### config.mk
export PLATFORM = sky130hd
export DESIGN_NAME = usbLinkLed
export DESIGN_NICKNAME = d
export VERILOG_FILES = /design/src/rtl/usbLinkLedPkg.sv /design/src/rtl/usbLinkLedCtrl.sv /design/src/rtl/usbLinkLedTimer.sv /design/src/rtl/usbLinkLed.sv
export SDC_FILE = /design/constraint.sdc
export NUM_CORES = 1
export LEC_CHECK = 0
export ABC_AREA = 1
export BUFFER_PORTS_ARGS = -buffer_cell sky130_fd_sc_hd__buf_2
export CORE_MARGIN = 5
export CORE_UTILIZATION = 54
export DETAILED_ROUTE_END_ITERATION = 16
export PLACE_DENSITY = 0.75
export SLEW_MARGIN = 20
export SYNTH_ARGS = -nofsm -noshare
export SYNTH_HDL_FRONTEND = slang
export SYNTH_SLANG_ARGS = --single-unit
### constraint.sdc
create_clock -name clk -period 1.55 [get_ports clk]
set_input_delay 0 -clock clk [delete_from_list [all_inputs] [get_ports clk]]
set_output_delay 0 -clock clk [all_outputs]
set_load 0.005 [all_outputs]
### src/rtl/usbLinkLedPkg.sv
package usbLinkLedPkg;

  typedef enum logic [1:0] {
    MODE_SUSP   = 2'd0,
    MODE_PULSE  = 2'd1,
    MODE_STEADY = 2'd2
  } ledMode_t;

  typedef struct packed {
    logic load;
    logic clear;
  } blinkCtl_t;

endpackage

### src/rtl/usbLinkLedCtrl.sv
module usbLinkLedCtrl
  import usbLinkLedPkg::*;
(
  input  logic      clk,
  input  logic      rstN,
  input  logic      enumEvt,
  input  logic      cfgFlag,
  input  logic      xferDone,
  input  logic      xferAck,
  input  logic      suspend,
  output ledMode_t  mode,
  output blinkCtl_t ctl
);

  ledMode_t modeReg;
  ledMode_t nextMode;
  logic     modeChange;
  logic     trigger;

  always_comb begin
    if (suspend)      nextMode = MODE_SUSP;
    else if (cfgFlag) nextMode = MODE_STEADY;
    else              nextMode = MODE_PULSE;
  end

  assign modeChange = (nextMode != modeReg);

  always_comb begin
    unique case (modeReg)
      MODE_PULSE:  trigger = enumEvt;
      MODE_STEADY: trigger = xferDone && xferAck;
      default:     trigger = 1'b0;
    endcase
  end

  always_comb begin
    ctl.clear = modeChange || suspend;
    ctl.load  = trigger && !ctl.clear;
  end

  always_ff @(posedge clk or negedge rstN) begin
    if (!rstN) modeReg <= MODE_PULSE;
    else       modeReg <= nextMode;
  end

  assign mode = modeReg;

endmodule

### src/rtl/usbLinkLedTimer.sv
module usbLinkLedTimer
  import usbLinkLedPkg::*;
#(
  parameter int BLINK_CYCLES = 2_000_000
) (
  input  logic      clk,
  input  logic      rstN,
  input  ledMode_t  mode,
  input  blinkCtl_t ctl,
  output logic      ledOut
);

  localparam int CNT_W = $clog2(BLINK_CYCLES + 1);
  localparam logic [CNT_W-1:0] LOAD_VAL = CNT_W'(BLINK_CYCLES);

  logic [CNT_W-1:0] cnt;
  logic             busy;

  always_ff @(posedge clk or negedge rstN) begin
    if (!rstN)          cnt <= '0;
    else if (ctl.clear) cnt <= '0;
    else if (ctl.load)  cnt <= LOAD_VAL;
    else if (busy)      cnt <= cnt - 1'b1;
  end

  assign busy = (cnt != '0);

  always_comb begin
    unique case (mode)
      MODE_PULSE:  ledOut = busy;
      MODE_STEADY: ledOut = !busy;
      default:     ledOut = 1'b0;
    endcase
  end

endmodule

### src/rtl/usbLinkLed.sv
module usbLinkLed
  import usbLinkLedPkg::*;
#(
  parameter int BLINK_CYCLES = 2_000_000
) (
  input  logic clk,
  input  logic rstN,
  input  logic enumEvt,
  input  logic cfgFlag,
  input  logic xferDone,
  input  logic xferAck,
  input  logic suspend,
  output logic ledOut
);

  ledMode_t  mode;
  blinkCtl_t ctl;

  usbLinkLedCtrl u_ctrl (
    .clk      (clk),
    .rstN     (rstN),
    .enumEvt  (enumEvt),
    .cfgFlag  (cfgFlag),
    .xferDone (xferDone),
    .xferAck  (xferAck),
    .suspend  (suspend),
    .mode     (mode),
    .ctl      (ctl)
  );

  usbLinkLedTimer #(
    .BLINK_CYCLES (BLINK_CYCLES)
  ) u_timer (
    .clk    (clk),
    .rstN   (rstN),
    .mode   (mode),
    .ctl    (ctl),
    .ledOut (ledOut)
  );

endmodule

==> results.tsv <==
stage	metric	value	unit
synth	synth_area	1520	µm²
finish	final_layout_size_suffix_gt1_share	38.4	%
detailed_routing	ant_nets	0	
setup_path	reg2reg_from	u_timer.cnt[4]	
synth	syn_avg_cell_area	6.63	µm²
detailed_routing	via_count	1835	
floorplanning	die_x	63.1	µm
timing	period_share	106	%
setup_path	critical_path_required	1750	ps
timing	setup_tns	-832	ps
synth	ys_types	21	
cts	numCtsBuffers	3	
floorplanning	chipHeight	63.1	µm
global_routing	grtUsageTotal	22.1	%
cts	clock_sink_count	23	
synth	synth_area_leaders	dfrtp_1, nor2_1, nand2_1	
synth	syn_nets	241	
timing	timing.final.ws_setup	-88.1	ps
timing	hold_viol	0	
placed_design	place_inst	293	
timing	rsz0062_at_grt	yes	
floorplanning	core	2730	µm²
floorplanning	rows	19	
setup_path	worstReg2RegEnd	u_timer.cnt[12]	
setup_path	cp_max_fo	4	
global_routing	overflow	0	
global_routing	grt_pass1_wl	7070	µm
timing	relSlewSlack	63.4	%
finish	final_cells	315	
power_and_ir_drop	vdd_drop_max	2.19	mV
placed_design	place_ws	-91.4	ps
timing	max_freq	0.610	GHz
global_routing	grt_pass1_vias	1602	
setup_path	reg2reg_slack	-90	ps
synth	synth_warnings	0	
setup_path	endpoint_kind	flip-flop	
floorplanning	pin_count	8	
power_and_ir_drop	power.total	4590	µW
worst_hold_path	hold_path.class	input port to asynchronous set/reset pin	
finish	final_net_count	296	
detailed_routing	post_drt_wl_per_cell	16.3	µm
placed_design	port_buffers	7	
cts	cts.path.max_buffers	2	
setup_path	cp.arrival	1840	ps
placed_design	gp_congestion	0.859	
synth	synth_edf_count	0	
detailed_routing	drt-vias-per-instance	5.83	
synth	synth_area_leader_cell	dfrtp_1	
cts	cts_tree	built	
setup_path	crit_start	u_timer.cnt[4]	
synth	async_flop_share	100	%
finish	syn_to_final_growth	47.4	%
timing	setup_violations	16	
cts	htreeDepth	1	
power_and_ir_drop	p_leak	0.00117	µW
finish	fill_cells	171	
timing	worst_pin_slew	548	ps
finish	fin_util	82.2	%
synth	yosysMostFrequentCell	nor2_1	
setup_path	crit_path_end	u_timer.cnt[12]	
finish	multi_input_area	1060	µm²
setup_path	worstRegToRegCells	7	
outcome	violations	setup timing	
synth	synth_seq_cells	23	
global_routing	grt_max_degree	24	
power_and_ir_drop	powerDensity	2040	nW/µm²
cts	clkTransAtPathRegs	130	ps
synth	synth_common_cells	nor2_1, nand2_1, inv_1	
synth	syn_inst	230	
synth	yosysTopAreaCellShare	36.1	%
floorplanning	initial_core_util	55.7	%
cts	cts_root_buf	clkbuf_4	
flow_run	maxCapViolations	0	
finish	register_area	577	µm²
synth	yosysSeqAreaShare	37.8	%
setup_path	start_kind	flip-flop	
finish	antennaDiodeCount	0	
detailed_routing	dr.pass1.iters	5	
detailed_routing	routed_wl	5150	µm
global_routing	antenna_found_initial	0	
cts	clock_latency	310	ps
timing	slew_viol_final	0	
detailed_routing	drt_iter0_drc	177	
setup_path	crit_type	flip-flop to flip-flop	
placed_design	place_hpwl	2850	µm
timing	clock_skew	5.39	ps
floorplanning	die_area	3980	µm²
timing	period_needed	1640	ps
detailed_routing	drc	0	
synth	synth_top_flop_cell	dfrtp_1	
outcome	status	finished with violations	
==> layout by cell type (no fill, tap or decap), drive strengths merged, types with 4 or more instances in the layout <==
| cell type | netlist | routed |
|---|---|---|
| nand2 | 59 | 59 |
| ha | 4 | 4 |
| nor3 | 4 | 4 |
| nor2 | 64 | 64 |
| buf | 1 | 46 |
| o21ai | 4 | 4 |
| clkbuf | 0 | 4 |
| a21oi | 12 | 12 |
| nand3 | 18 | 18 |
| inv | 33 | 34 |
| dlygate4sd3 | 0 | 4 |
| nand4 | 7 | 7 |
| dfrtp | 22 | 22 |
==> sequential cells by signal (all words and copies together) (netlist names) <==
| name | flops |
|---|---|
| u_ctrl.mode | 2 |
| u_timer.cnt | 21 |
==> through the flow <==
step	hold WS (ps)	cell area (µm²)
floorplan	-296	1520
global placement	4.95	1780
detailed placement	7.88	1780
CTS	197	2030
global route	230	2250
finish	185	2250
==> worst min-delay path by stage <==
stage	from	end	slack, ps	cells past startpoint
global placement	rstN	u_timer.cnt[2]	5	1
floorplan	rstN	u_ctrl.mode[1]	-300	0
detailed placement	rstN	u_timer.cnt[2]	8	1
CTS	rstN	u_timer.cnt[3]	200	2
finish	rstN	u_timer.cnt[2]	190	2
global route	xferAck	u_timer.cnt[7]	230	5
==> worst max-delay path, stage by stage, from the launching register on <==
cell and delay (ps):
dfrtp_1 450, nor2_2 170, nand2_2 110, buf_4 160, nor3_1 150, nand4_1 210
nor2_4 190, nor2_1 90
==> cell families after synthesis <==
| group | synth area share (%) |
|---|---|
| and+or+nand+nor | 43.2 |
| DFF | 37.8 |
| adders and majority gates | 3.28 |
| buffers and inverters | 8.87 |
| AOI/OAI and AO/OA | 6.24 |
| xor gates and xnor gates | 0.575 |
==> power by group <==
part / internal (µW) / switching (µW) / total, µW
Sequential: 686 / 86.7 / 773
Clock: 100 / 187 / 287
Combinational: 1440 / 2090 / 3530
Total: 2220 / 2360 / 4590
==> routing by layer <==
metal	part of all wire (%)	GRT usage [%]	vias to the layer above	routed length (µm)
li1	-	-	828	-
met1	36	28.2	843	1870
met2	49	35.5	124	2530
met3	7.8	5.15	40	403
met4	6.7	9.81	0	346
met5	0	0	-	0
==> layout make-up <==
type / count / area share [%]
multi-input combinational: 173 / 47.2
sequential: 23 / 25.7
timing repair buffer: 50 / 17.8
inverter: 33 / 5.96
tap: 31 / 1.73
clock buffer: 4 / 1.17
timing repair inverter: 1 / 0.501
==> timing repair <==
action	CTS	global route
setup buffers	11	4
gates cloned	0	1
hold buffers	4	0
hold endpoints to repair	24	0
gates resized for setup	28	46
setup endpoints to repair	19	22
pin swaps	14	22
Note: power is estimated with default switching activity, not from simulation.
